--- src/rtl/dt_pkg.sv ---
// Package: types shared by the dead-time driver modules.
package dt_pkg;
    // Phase of the complementary pair; only ST_MAIN and ST_AUX turn a switch on.
    typedef enum logic [2:0] {
        ST_SLEEP = 3'd0,
        ST_LEAD  = 3'd1,
        ST_MAIN  = 3'd2,
        ST_TRAIL = 3'd3,
        ST_AUX   = 3'd4
    } dt_state_e;
endpackage

--- src/rtl/dt_sync.sv ---
// Module: dt_sync
// Chain of flops that brings an asynchronous level into the clock domain.
// Assumes: STAGES >= 1; reset value 0.
module dt_sync #(
    parameter int STAGES = 2
) (
    input  logic clk,
    input  logic rst_n,
    input  logic d_in,
    output logic q_out
);
    logic [STAGES-1:0] chain;

    generate
        for (genvar i = 0; i < STAGES; i++) begin : g_stage
            if (i == 0) begin : g_first
                // first flop samples the raw input
                always_ff @(posedge clk) begin
                    if (!rst_n) chain[0] <= 1'b0;
                    else        chain[0] <= d_in;
                end
            end else begin : g_next
                // later flops pass the level along
                always_ff @(posedge clk) begin
                    if (!rst_n) chain[i] <= 1'b0;
                    else        chain[i] <= chain[i-1];
                end
            end
        end
    endgenerate

    assign q_out = chain[STAGES-1];
endmodule

--- src/rtl/dt_timer.sv ---
// Module: dt_timer
// Dead-time counter for one transition. It counts while run is high and
// holds zero otherwise. expired goes high once the count reaches dly, or
// at once when sense_n is low.
// Assumes: run stays low for at least one cycle between two uses.
module dt_timer #(
    parameter int DW = 8
) (
    input  logic          clk,
    input  logic          rst_n,
    input  logic          run,
    input  logic [DW-1:0] dly,
    input  logic          sense_n,
    output logic          expired
);
    logic [DW-1:0] cnt;

    // count up to the programmed delay and saturate there; clear when idle
    always_ff @(posedge clk) begin
        if (!rst_n || !run)  cnt <= '0;
        else if (cnt < dly)  cnt <= cnt + DW'(1);
    end

    assign expired = run && ((cnt >= dly) || !sense_n);
endmodule

--- src/rtl/dt_driver.sv ---
// Module: dt_driver
// Turns one PWM input into non-overlapping main and auxiliary gate commands.
// A rise turns the auxiliary switch off at once and turns main on after the
// leading delay. A fall turns main off at once and turns the auxiliary switch
// on after the trailing delay. Sense strobes end a delay early. When enable is
// low the block sleeps: main is held low and the auxiliary pin is released.
// Assumes: enable, delays, sense strobes and aux_invert are synchronous to clk.
module dt_driver
    import dt_pkg::*;
#(
    parameter int DLY_W       = 8,
    parameter int SYNC_STAGES = 2
) (
    input  logic             clk,
    input  logic             rst_n,
    input  logic             enable,
    input  logic             pwm_in,
    input  logic [DLY_W-1:0] lead_dly,
    input  logic [DLY_W-1:0] trail_dly,
    input  logic             lead_sense_n,
    input  logic             trail_sense_n,
    input  logic             aux_invert,
    output logic             main_out,
    output logic             aux_out,
    output logic             aux_oe
);
    localparam int NTMR = 2;   // index 0: leading delay, index 1: trailing delay

    dt_state_e        state, nxt;
    logic             pwm_s;
    logic             main_on, aux_on;
    logic [DLY_W-1:0] tmr_dly   [NTMR];
    logic             tmr_sense [NTMR];
    logic             tmr_run   [NTMR];
    logic             tmr_exp   [NTMR];

    dt_sync #(.STAGES(SYNC_STAGES)) u_sync (
        .clk   (clk),
        .rst_n (rst_n),
        .d_in  (pwm_in),
        .q_out (pwm_s)
    );

    assign tmr_dly[0]   = lead_dly;
    assign tmr_dly[1]   = trail_dly;
    assign tmr_sense[0] = lead_sense_n;
    assign tmr_sense[1] = trail_sense_n;
    assign tmr_run[0]   = (state == ST_LEAD);
    assign tmr_run[1]   = (state == ST_TRAIL);

    generate
        for (genvar t = 0; t < NTMR; t++) begin : g_tmr
            dt_timer #(.DW(DLY_W)) u_tmr (
                .clk     (clk),
                .rst_n   (rst_n),
                .run     (tmr_run[t]),
                .dly     (tmr_dly[t]),
                .sense_n (tmr_sense[t]),
                .expired (tmr_exp[t])
            );
        end
    endgenerate

    // next phase: an input level change overrides any pending delay
    always_comb begin
        nxt = state;
        if (!enable) begin
            nxt = ST_SLEEP;
        end else begin
            case (state)
                ST_SLEEP: nxt = pwm_s ? ST_LEAD : ST_TRAIL;
                ST_LEAD:  if (!pwm_s)         nxt = ST_TRAIL;
                          else if (tmr_exp[0]) nxt = ST_MAIN;
                ST_MAIN:  if (!pwm_s)         nxt = ST_TRAIL;
                ST_TRAIL: if (pwm_s)          nxt = ST_LEAD;
                          else if (tmr_exp[1]) nxt = ST_AUX;
                ST_AUX:   if (pwm_s)          nxt = ST_LEAD;
                default:  nxt = ST_SLEEP;
            endcase
        end
    end

    // phase register; reset lands in sleep
    always_ff @(posedge clk) begin
        if (!rst_n) state <= ST_SLEEP;
        else        state <= nxt;
    end

    // output decode from the registered phase
    always_comb begin
        main_on  = (state == ST_MAIN);
        aux_on   = (state == ST_AUX);
        aux_oe   = (state != ST_SLEEP);
        main_out = main_on;
        aux_out  = aux_oe && (aux_invert ? !aux_on : aux_on);
    end

    // ---------------- assertions ----------------
    assert_no_overlap_R9: assert property (@(posedge clk) disable iff (!rst_n)
        !(main_out && aux_oe && (aux_out != aux_invert)));

    assert_sleep_safe_R10: assert property (@(posedge clk) disable iff (!rst_n)
        !enable |=> (!main_out && !aux_oe && !aux_out));

    assert_rise_drops_aux_R2: assert property (@(posedge clk) disable iff (!rst_n)
        (enable && aux_on && pwm_s) |=> !aux_on);

    assert_fall_drops_main_R3: assert property (@(posedge clk) disable iff (!rst_n)
        (enable && main_on && !pwm_s) |=> !main_out);

    assert_lead_sense_R5: assert property (@(posedge clk) disable iff (!rst_n)
        (enable && state == ST_LEAD && pwm_s && !lead_sense_n) |=> main_out);

    assert_trail_sense_R6: assert property (@(posedge clk) disable iff (!rst_n)
        (enable && state == ST_TRAIL && !pwm_s && !trail_sense_n) |=> aux_on);

    assert_wake_both_off_R11: assert property (@(posedge clk) disable iff (!rst_n)
        $rose(aux_oe) |-> (!main_out && !aux_on));
endmodule

--- config.mk ---
export PLATFORM = sky130hd
export DESIGN_NAME = dt_driver
export DESIGN_NICKNAME = d
export VERILOG_FILES = /design/src/rtl/dt_pkg.sv /design/src/rtl/dt_sync.sv /design/src/rtl/dt_timer.sv /design/src/rtl/dt_driver.sv
export SDC_FILE = /design/constraint.sdc
export NUM_CORES = 1
export LEC_CHECK = 0
export BUFFER_PORTS_ARGS = -buffer_cell sky130_fd_sc_hd__buf_2
export CAP_MARGIN = 20
export CORE_ASPECT_RATIO = 1.2
export CORE_MARGIN = 8
export CORE_UTILIZATION = 50
export DETAILED_ROUTE_END_ITERATION = 8
export GPL_ROUTABILITY_DRIVEN = 0
export MAX_ROUTING_LAYER = met4
export PLACE_DENSITY = 0.73
export SLEW_MARGIN = 40
export SYNTH_ARGS = -nofsm -noshare
export SYNTH_HDL_FRONTEND = slang
export SYNTH_SLANG_ARGS = --single-unit
--- constraint.sdc ---
create_clock -name clk -period 1.7 [get_ports clk]
set_input_delay 0.34 -clock clk [delete_from_list [all_inputs] [get_ports clk]]
set_output_delay 0.34 -clock clk [all_outputs]
set_load 0.005 [all_outputs]
==> metrics.md, run 1 <==
| Metric | Value |
|---|---|
| Residual DRC count | `0` |
| Setup crit end kind | `flip-flop` |
| Initial Utilization | `0.5256` |
| Iter 0 DRT Violations | `32` |
| WL/cell | `14.83 um` |
| Critical path arrival | `2.09 ns` |
| Worst-path fanout max | `8` |
| Pleak | `0.0008667 uW` |
| Cell variety after synth | `35` |
| CTS sink cnt | `21` |
| GR Overflow Total | `0` |
| CP delay by family, top | `simple AND/OR/NAND/NOR gates` |
| Final Non-Filler Cells | `260` |
| Vias | `1418` |
| Final TNS setup | `-0.6260 ns` |
| First-pass DRT Iterations | `4` |
| Final hold viol count | `0` |
| # IOs | `26` |
| Clock Power Share | `0.269` |
| Maximum operating frequency | `541.9 MHz` |
| Final WS setup | `-0.1454 ns` |
| Worst-margin pin slew | `0.3508 ns` |
| FF/Latch Area | `437.9 um2` |
| Cell with the largest stage delay on the worst path | `or3b_1` |
| Antenna Cells | `0` |
| CP startpoint kind | `flip-flop` |
| DP Wirelength | `2.727 mm` |
| Switching Fraction | `0.2609` |
| Placed insts | `250` |
| P_int | `667.1 uW` |
| CTS Buf Count | `3` |
| Vias/cell | `5.454` |
| Relative slew slack | `0.7640` |
| Period utilisation layout | `1.086` |
| Setup violators final | `11` |
| Die Wd | `65.63 um` |
| H-tree levels | `1` |
| CTS max path bufs | `2` |
| Core ar. | `2811 um2` |
| Number of max-cap violations | `0` |
| Comb pwr share | `0.169` |
| Clk_lat worst skew | `0.30 ns` |
| Vias in the first global route | `1492` |
| Ys flop type | `dfxtp_1` |
| Worst path required time | `1.94 ns` |
| PwrDens | `421.1 nW/um2` |
| Global-route wire length before repair | `6.265 mm` |
| Syn Inst Count | `168` |
| Post-route cell area | `2143 um2` |
| I/O Buffers | `25` |
| Area grow syn2layout | `45.05%` |
| Max VDD drop | `0.4570 mV` |
| CTS tree | `done` |
| Largest net degree at the start of global routing | `12` |
| Total wire length | `3.857 mm` |
| Synth Warn # | `0` |
| Initial antenna violation count | `0` |
| Net count reported at finish | `268` |
| Root buffer cell | `clkbuf_4` |
| Sequential share of power | `0.561` |
| Clock slew at reported path FFs | `0.12 ns` |
| Post-synthesis sequential area ratio | `0.2845` |
| Hold crit path type | `in -> reg` |
| Synth Net Count | `209` |
| Critical path class | `reg -> reg` |
| Tot GR Track Use | `0.1637` |
| Post-synth EDFFs | `0` |
| Post-DP Area | `1868 um2` |
| Die Ht | `75.55 um` |
| Post-Synthesis Cell Area | `1478 um2` |
| Tmin final | `1.845 ns` |
| Crit path cell chain | `ha_4, nand4_1, a21oi_4, nor3_4, or3b_1, a21oi_2` |
| Rows | `21` |
| Antenna violation net count after detailed routing | `0` |
| Final Max Slew Viols | `0` |
| CP peak stage delay | `0.38 ns` |
| Largest cells by area after synthesis | `dfxtp_1 28%, ha_1 15%, xnor2_1 8.3%` |
| Failing checks | `negative setup slack` |
| Status | `complete, but fails checks` |
| FILL cells | `179` |
| Average size of a mapped cell | `8.796 um2` |
| CP Buf/Inv Count | `0` |
| Area of the multi-input gates | `1182 um2` |
| Post-synth top area cell | `dfxtp_1` |
| RSZ-0062 raised after global routing | `yes` |
| Yosys reg bits | `21` |
| Setup Skew | `0.003066 ns` |
| Psw | `235.5 uW` |
| Hold bufs inserted after CTS | `0` |
| Top cell type's share of synthesized area | `0.2845` |
| Hold slack | `0.2438 ns` |
| Post-synth ARST share | `0` |
| Die ar. | `4958 um2` |
| Share of layout cells above drive strength 1 | `0.4912` |
-- logic make-up after synthesis --
group | share of synthesized area
and+or+nand+nor | 0.2743
AOI/OAI and AO/OA | 0.1423
buffers and inverters | 0.06351
DFF | 0.2845
adders and majority gates | 0.1524
xor gates and xnor gates | 0.08298
-- state kept, by name, indices dropped and copies added (netlist names) --
name / cells
u_sync.q_out: 1
g_tmr.u_tmr.cnt: 16
state: 3
u_sync.chain: 1
-- stage by stage --
step | total power, uW | util | worst slack [ns]
floorplan | 595.3 | - | -0.03880
global placement | 640.6 | 0.6644 | -0.2680
detailed placement | 648.8 | 0.6644 | -0.2783
CTS | 906.6 | 0.7356 | -0.1224
global route | 953.9 | 0.7624 | -0.2098
finish | 902.5 | 0.7624 | -0.1454
-- power by group through the flow --
stage | clock, uW | combinational, uW | sequential (uW)
6_report | 243 | 153 | 507
5_1_grt | 276 | 171 | 508
4_1_cts | 254 | 146 | 506
3_5_place_dp | 0 | 131 | 518
3_3_place_gp | 0 | 124 | 517
2_1_floorplan | 0 | 80.6 | 515
-- layer usage --
metal / share of wire / track usage / vias up / wire length (um)
li1: - / - / 712 / -
met1: 0.40 / 0.1584 / 676 / 1524
met2: 0.56 / 0.3091 / 20 / 2153
met3: 0.019 / 0.02206 / 10 / 73
met4: 0.027 / 0.08738 / 0 / 105
met5: 0 / - / - / 0
-- cell usage after synthesis (all sizes together), types with 3 or more instances --
cell and count:
o21ai 7, ha 18, nor3 7, nor4 5, inv 18, a21oi 13
nand2 11, o211ai 3, nand4 7, nor4b 5, nand3 4, nor2 17
dfxtp 21, xnor2 14
-- layout by cell type (no fill, tap or decap), types with 2 or more instances in the layout --
cell,n
buf_4,29
nand2_1,11
nor3_1,5
a21oi_4,2
buf_2,25
clkbuf_4,3
nor4_1,4
and2_1,2
nor3_4,2
nor2_1,16
xnor2_1,13
a21oi_1,8
inv_1,15
o31ai_1,2
nand4_1,7
a21oi_2,3
dfxtp_2,14
nor2b_4,2
ha_1,8
buf_6,3
nor4b_4,4
o211ai_2,2
o21ai_0,5
nand3_1,4
dfxtp_1,7
ha_4,10
-- area by class of cell --
type                    instances  area share
multi-input cells             126      0.5517
flip-flops and latches         21      0.2043
well taps                      34     0.01985
inverters                      18     0.03619
clock buffers                   4     0.01226
repair buffers                 57      0.1757
-- what timing repair did --
| item | CTS | global route |
|---|---|---|
| setup buffers | 6 | 0 |
| endpoints found under the setup margin | 16 | 20 |
| gates resized for setup | 22 | 13 |
| pin swaps | 20 | 6 |
-- final timing paths --
path,from,endpoint,slack [ns],cells after the start
max,g_tmr[1].u_tmr.cnt[6],state[2],-0.15,6
min,pwm_in,u_sync.chain[0],0.24,2
max reg2reg,g_tmr[1].u_tmr.cnt[6],state[2],-0.15,6
min reg2reg,u_sync.chain[0],u_sync.q_out,0.49,1
(Power assumes the default switching activity.)
==> run 2, diff against run 1 <==
==> constraint.sdc (replaced) <==
create_clock -name clk -period 1.7 [get_ports clk]
set_input_delay 0.085 -clock clk [delete_from_list [all_inputs] [get_ports clk]]
set_output_delay 0.085 -clock clk [all_outputs]
set_load 0.02 [all_outputs]
==> run 2 against run 1 <==
The flow still finishes with violations (negative setup slack). Maximum frequency up 2.0%. Sequential share of layout area is 0.26 points lower. Via count rose by 1.1%. Die area did not move. Wire length grew 0.86%. Clock power hardly changed. Setup slack improved by 0.036 ns. Sequential cell count did not move. Utilization rose by 1.6 points. Global-route usage up 0.25 points. First-iteration DRC count grew 63%. Largest power group unchanged.
==> metrics.md, run 2 (synthesis gave the netlist of run 1 again) <==
| Metric | Value |
|---|---|
| Die Ht | `75.55 um (unchanged)` |
| Die ar. | `4958 um2 (unchanged)` |
| Final Max Slew Viols | `0 (unchanged)` |
| Final hold viol count | `0 (unchanged)` |
| CTS Buf Count | `3 (unchanged)` |
| Net count reported at finish | `264 (-1.5%)` |
| Worst-path fanout max | `5 (-3)` |
| CTS sink cnt | `21 (unchanged)` |
| Top reg by flops | `g_tmr.u_tmr.cnt` |
| Number of max-cap violations | `0 (unchanged)` |
| Failing checks | `negative setup slack` |
| Pleak | `0.0008521 uW (-1.7%)` |
| Crit path cell chain | `ha_4, nand4_1, o2111ai_2, nor3_4, or3b_1, a21oi_1` |
| DP Wirelength | `2.729 mm (about the same)` |
| CTS max path bufs | `2 (unchanged)` |
| FILL cells | `192 (+7.3%)` |
| Status | `complete, but fails checks` |
| First-pass DRT Iterations | `4 (unchanged)` |
| Iter 0 DRT Violations | `52 (+63%)` |
| CP Buf/Inv Count | `0 (unchanged)` |
| RSZ-0062 raised after global routing | `yes` |
| Largest register FFs | `16 (unchanged)` |
| Antenna Cells | `0 (unchanged)` |
| Worst-margin pin slew | `0.3579 ns (+0.007112 ns)` |
| Final TNS setup | `-0.4409 ns (+0.1852 ns)` |
| Initial antenna violation count | `0 (unchanged)` |
| CP startpoint kind | `flip-flop` |
| Relative slew slack | `0.7607 (-0.003254)` |
| Largest net degree at the start of global routing | `12 (unchanged)` |
| Max VDD drop | `0.3411 mV (-25%)` |
| Share of layout cells above drive strength 1 | `0.4955 (+0.004345)` |
| Clk_lat worst skew | `0.30 ns (about the same)` |
| CP delay by family, top | `simple AND/OR/NAND/NOR gates` |
| WL/cell | `15.20 um (+2.4%)` |
| H-tree levels | `1 (unchanged)` |
| Vias/cell | `5.602 (+2.7%)` |
| Core ar. | `2811 um2 (unchanged)` |
| CTS tree | `done` |
| Hold crit path type | `in -> reg` |
| I/O Buffers | `25 (unchanged)` |
| Global-route wire length before repair | `6.389 mm (+2.0%)` |
| Tmin final | `1.809 ns (-0.03606 ns)` |
| Area grow syn2layout | `48.18%` |
| Setup Skew | `0.005403 ns (+0.002337 ns)` |
| Rows | `21 (unchanged)` |
| Post-route cell area | `2190 um2 (+2.2%)` |
| Cell with the largest stage delay on the worst path | `or3b_1` |
| Tot GR Track Use | `0.1662 (+0.002514)` |
| Maximum operating frequency | `552.7 MHz (+2.0%)` |
| R2R setup slack | `-0.11 ns (+0.04 ns)` |
| # IOs | `26 (unchanged)` |
| Clock slew at reported path FFs | `0.12 ns (about the same)` |
| GR Overflow Total | `0 (unchanged)` |
| Setup crit end kind | `flip-flop` |
| Die Wd | `65.63 um (unchanged)` |
| Period utilisation layout | `1.064 (-0.02121)` |
| CP peak stage delay | `0.38 ns (about the same)` |
| Worst path required time | `1.94 ns (about the same)` |
| Biggest regs | `g_tmr.u_tmr.cnt (16), state (3)` |
| Util after Layout | `0.7788 (+0.01647)` |
| PwrDens | `416.9 nW/um2 (-1.0%)` |
| Critical path arrival | `2.05 ns (-0.04 ns)` |
| Root buffer cell | `clkbuf_4` |
| Post-DP Area | `1798 um2 (-3.8%)` |
| Most common cell after layout, fill and taps aside | `buf_4` |
| Antenna violation net count after detailed routing | `0 (unchanged)` |
| Initial Utilization | `0.5256 (unchanged)` |
| Final WS setup | `-0.1093 ns (+0.03606 ns)` |
| Total wire length | `3.890 mm (+0.86%)` |
| Vias | `1434 (+1.1%)` |
| Critical path class | `reg -> reg` |
| Residual DRC count | `0 (unchanged)` |
| Vias in the first global route | `1484 (-0.54%)` |
| Most frequent cells in the layout | `25 x buf_4, 24 x buf_2, 17 x inv_1, 15 x nor2_1, 14 x xnor2_1` |
| Total Power | `912.8 uW (+1.1%)` |
| Setup violators final | `6 (-5)` |
| DP Worst Slack | `-0.1620 ns (+0.1163 ns)` |
run 2: cell types whose count changed in the layout (fill, tap and decap cells not counted), moves of 2 or more:
cell and delta:
buf_4 -4, dfxtp_2 -3, dfxtp_4 +2, inv_1 +2
nor4_1 -2, nor4_4 +2
run 2: final timing paths:
check	cells after the start	endpoint	startpoint
hold reg to reg	1	u_sync.q_out	u_sync.chain[0]
setup / recovery	6	state[2]	g_tmr[0].u_tmr.cnt[4]
hold / removal	2	u_sync.q_out	rst_n
setup reg to reg	6	state[2]	g_tmr[0].u_tmr.cnt[4]
run 2: final cells by class:
class | count | area, um2 | area share
Sequential cell | 21 | 441.7 | 0.2017
Multi-Input combinational cell | 126 | 1249 | 0.5703
Clock buffer | 4 | 26.28 | 0.01200
Inverter | 18 | 70.07 | 0.03200
Timing Repair Buffer | 53 | 360.3 | 0.1646
Tap cell | 34 | 42.54 | 0.01943
run 2: worst reg2reg max path: cells and delay by family (launching register included):
kind | cells | cell delay [ns]
AO/OA/AOI/OAI | 2 | 0.45
adder cells (fa/ha/maj) | 1 | 0.26
flip-flops | 1 | 0.36
AND/OR/NAND/NOR | 3 | 0.68
run 2: timing repair:
item / CTS / global route
pin swaps: 27 / 13
setup endpoints to repair: 15 / 20
buffers inserted: 6 / 2
resized for setup: 29 / 20
hold buffers: 1 / 0
endpoints found under the hold margin: 1 / 0
run 2: metal layers:
layer | part of all wire | global-route usage
met5 | 0 | -
met4 | 0.025 | 0.06311
met3 | 0.034 | 0.02206
met2 | 0.53 | 0.3048
met1 | 0.41 | 0.1772
run 2: stage by stage:
| step | hold slack, ns | instances |
|---|---|---|
| after floorplan | 0.2067 | 168 |
| after global placement | 0.2914 | 244 |
| after detailed placement | 0.3009 | 244 |
| after CTS | 0.03466 | 254 |
| after global routing | 0.04236 | 256 |
| final | 0.04004 | 256 |
run 2: power by group:
| group | switching (uW) | internal [uW] | total (uW) |
|---|---|---|---|
| logic | 83.0 | 77.4 | 160 |
| clock network | 155 | 91.3 | 246 |
| registers | 8.81 | 497 | 506 |
==> run 3, diff against run 2 <==
--- a/config.mk
+++ b/config.mk
@@ -6,4 +6,5 @@
 export NUM_CORES = 1
 export LEC_CHECK = 0
+export ABC_AREA = 1
 export BUFFER_PORTS_ARGS = -buffer_cell sky130_fd_sc_hd__buf_2
 export CAP_MARGIN = 20
==> constraint.sdc (replaced) <==
create_clock -name clk -period 1.7 [get_ports clk]
set_input_delay 0.085 -clock clk [delete_from_list [all_inputs] [get_ports clk]]
set_output_delay 0.085 -clock clk [all_outputs]
set_load 0.005 [all_outputs]
==> run 3 against run 2 <==
The run now ends clean. Largest cell class unchanged. Final cell count rose by 20%. Largest power group unchanged. Critical path depth rose by 2. Combinational power fell by 24%. Critical endpoint is now g_tmr[1].u_tmr.cnt[2].
==> metrics.md, run 3 <==
| Metric | Value |
|---|---|
| Status | `completed` |
| I/O Buffers | `25 (unchanged)` |
| Hold crit path type | `in -> reg` |
| Die ar. | `5120 um2 (+3.3%)` |
| Critical path arrival | `1.77 ns (-0.28 ns)` |
| Placed insts | `298 (+22%)` |
| CP startpoint kind | `flip-flop` |
| Root buffer cell | `clkbuf_4` |
| Top reg by flops | `g_tmr.u_tmr.cnt` |
| Antenna Cells | `0 (unchanged)` |
| CTS tree | `done` |
| First-pass DRT Iterations | `4 (unchanged)` |
| Share of layout cells above drive strength 1 | `0.2000 (-0.2955)` |
| Synth cell count leaders | `56 x nand2_1, 43 x inv_1, 21 x dfxtp_1` |
| Post-DP Area | `1759 um2 (-2.2%)` |
| Biggest regs | `g_tmr.u_tmr.cnt (16), state (3)` |
| Clk_lat worst skew | `0.31 ns (about the same)` |
| FILL cells | `305 (+59%)` |
| Worst-path fanout max | `7 (+2)` |
| Residual DRC count | `0 (unchanged)` |
| H-tree levels | `1 (unchanged)` |
| Global-route wire length before repair | `5.347 mm (-16%)` |
| Met2 WL post-DR | `1.554 mm (-25%)` |
| Top cell type's share of synthesized area | `0.2729 (-0.01156)` |
| Synth Net Count | `271 (+30%)` |
| Area grow syn2layout | `18.93%` |
| Setup Skew | `0.007236 ns (+0.001833 ns)` |
| Largest cells by area after synthesis | `dfxtp_1 27%, ha_1 15%, nand2_1 14%` |
| Cells on worst reg2reg path | `8 (+2)` |
| Uppermost layer routed | `met4` |
| Total wire length | `3.132 mm (-19%)` |
| Most common cell after layout, fill and taps aside | `nand2_1` |
| Die Wd | `66.67 um (+1.6%)` |
| Relative slew slack | `0.8141 (+0.05343)` |
| GR Overflow Total | `0 (unchanged)` |
| Min-Delay Path Depth | `5 (+3)` |
| Post-route cell area | `1832 um2 (-16%)` |
| Setup violators final | `0 (-6)` |
| Largest register FFs | `16 (unchanged)` |
| DP Wirelength | `2.565 mm (-6.0%)` |
| Largest net degree at the start of global routing | `12 (unchanged)` |
| Final Max Slew Viols | `0 (unchanged)` |
| Rows | `22 (+4.8%)` |
| Vias | `1448 (+0.98%)` |
| Max VDD drop | `0.3007 mV (-12%)` |
| Average size of a mapped cell | `6.697 um2 (-24%)` |
| DR WL met3 | `127 um (-3.8%)` |
| Ys flop type | `dfxtp_1` |
| CTS sink cnt | `21 (unchanged)` |
| Wire length on met1 | `1.391 mm (-12%)` |
| Worst-margin pin slew | `0.2778 ns (-0.08016 ns)` |
| Period utilisation layout | `0.9098 (-0.1546)` |
| Vias/cell | `4.732 (-16%)` |
| Post-Synthesis Cell Area | `1540 um2 (+4.2%)` |
| Tmin final | `1.547 ns (-0.2627 ns)` |
| Worst path required time | `1.92 ns (-0.02 ns)` |
| CTS Buf Count | `3 (unchanged)` |
| Final Non-Filler Cells | `306 (+20%)` |
| Post-synth top area cell | `dfxtp_1` |
| Net count reported at finish | `312 (+18%)` |
| Most frequent cells in the layout | `54 x nand2_1, 43 x inv_1, 25 x buf_2, 19 x nor2_1` |
| Initial Utilization | `0.5133 (-0.01225)` |
| # IOs | `26 (unchanged)` |
| Most frequent cell after synthesis | `nand2_1` |
| Maximum operating frequency | `646.6 MHz (+17%)` |
| Post-synth EDFFs | `0 (unchanged)` |
| Synth Warn # | `0 (unchanged)` |
| Pleak | `0.001003 uW (+18%)` |
| WL/cell | `10.24 um (-33%)` |
| Die Ht | `76.80 um (+1.7%)` |
| Clock slew at reported path FFs | `0.12 ns (about the same)` |
| PwrDens | `478.7 nW/um2 (+15%)` |
| Number of max-cap violations | `0 (unchanged)` |
| Post-synth ARST share | `0 (unchanged)` |
| Setup crit end kind | `flip-flop` |
| Syn Inst Count | `230 (+37%)` |
| Final TNS setup | `0 ns (+0.4409 ns)` |
| Tot GR Track Use | `0.1293 (-0.03700)` |
| Critical path class | `reg -> reg` |
| Post-synthesis sequential area ratio | `0.2729 (-0.01156)` |
| Initial antenna violation count | `0 (unchanged)` |
| Core ar. | `3000 um2 (+6.7%)` |
| CTS max path bufs | `2 (unchanged)` |
| Final hold viol count | `0 (unchanged)` |
| Iter 0 DRT Violations | `55 (+5.8%)` |
| Antenna violation net count after detailed routing | `0 (unchanged)` |
| Vias in the first global route | `1361 (-8.3%)` |
| Yosys reg bits | `21 (unchanged)` |
| Cell variety after synth | `28 (-20%)` |
[run 3: cell count changes in the layout (fill, tap and decap cells not counted), moves of 8 or more]
cell / delta
a21oi_1: +8
buf_4: -16
dfxtp_1: +10
dfxtp_2: -8
ha_1: +11
ha_4: -11
inv_1: +26
nand2_1: +43
xnor2_1: -12
[run 3: report_power, final]
group	total, uW	switching [uW]	internal [uW]
clock	247	155	91.7
sequential	508	7.88	500
combinational	122	64.0	58.2
[run 3: cell families (layout without fill, tap and decap cells)]
kind of cell / after synthesis / count (layout) / share of synthesized area
xor gates and xnor gates: 6 / 6 / 0.03412
buffers and inverters: 47 / 87 / 0.1194
DFF: 21 / 21 / 0.2729
AOI/OAI and AO/OA: 33 / 33 / 0.1154
adders and majority gates: 18 / 18 / 0.1462
and+or+nand+nor: 105 / 105 / 0.3119
[run 3: worst paths after layout]
kind                                             from                     to  slack [ns]
worst min register to register        u_sync.chain[0]           u_sync.q_out        0.43
worst max register to register  g_tmr[1].u_tmr.cnt[6]  g_tmr[1].u_tmr.cnt[2]        0.15
worst min-delay path                           enable               state[1]         0.1
worst max-delay path            g_tmr[1].u_tmr.cnt[6]  g_tmr[1].u_tmr.cnt[2]        0.15
[run 3: cell type report]
class	count	area (um2)	share of cell area
inverters	46	172.7	0.09426
clock buffers	4	26.28	0.01434
flip-flops and latches	21	424.2	0.2316
well taps	36	45.04	0.02459
multi-input cells	162	940.9	0.5137
repair buffers	37	222.7	0.1216
[run 3: metal layers]
layer / track usage / up-vias
met4: 0.05782 / 0
met2: 0.2224 / 21
met1: 0.1386 / 612
met3: 0.02035 / 5
met5: - / -
li1: - / 810
[run 3: metrics by stage]
stage	util	setup slack (ns)	hold WS (ns)	total power [uW]
detailed placement	0.5863	0.1106	0.2713	636.2
CTS	0.6051	0.07770	0.09044	886.0
finish	0.6105	0.1534	0.09831	876.9
floorplan	-	0.2250	0.1785	589.3
global placement	0.5863	0.1488	0.2702	635.2
global route	0.6105	-0.001315	0.1138	929.7
[run 3: worst max-delay path: stages, from the launching register on]
cell and delay, ns:
dfxtp_1 0.37, ha_1 0.29, nand2_1 0.06, nor2_1 0.19, nand2_2 0.09, nand2_2 0.11, buf_4 0.16, o21ai_1 0.05
and3_1 0.14
[run 3: what timing repair did]
| item | 4_1_cts | 5_1_grt |
|---|---|---|
| setup buffers | 0 | 1 |
| endpoints found under the setup margin | 0 | 6 |
| hold buffers | 3 | 0 |
| resized for setup | 0 | 7 |
| endpoints found under the hold margin | 2 | 0 |
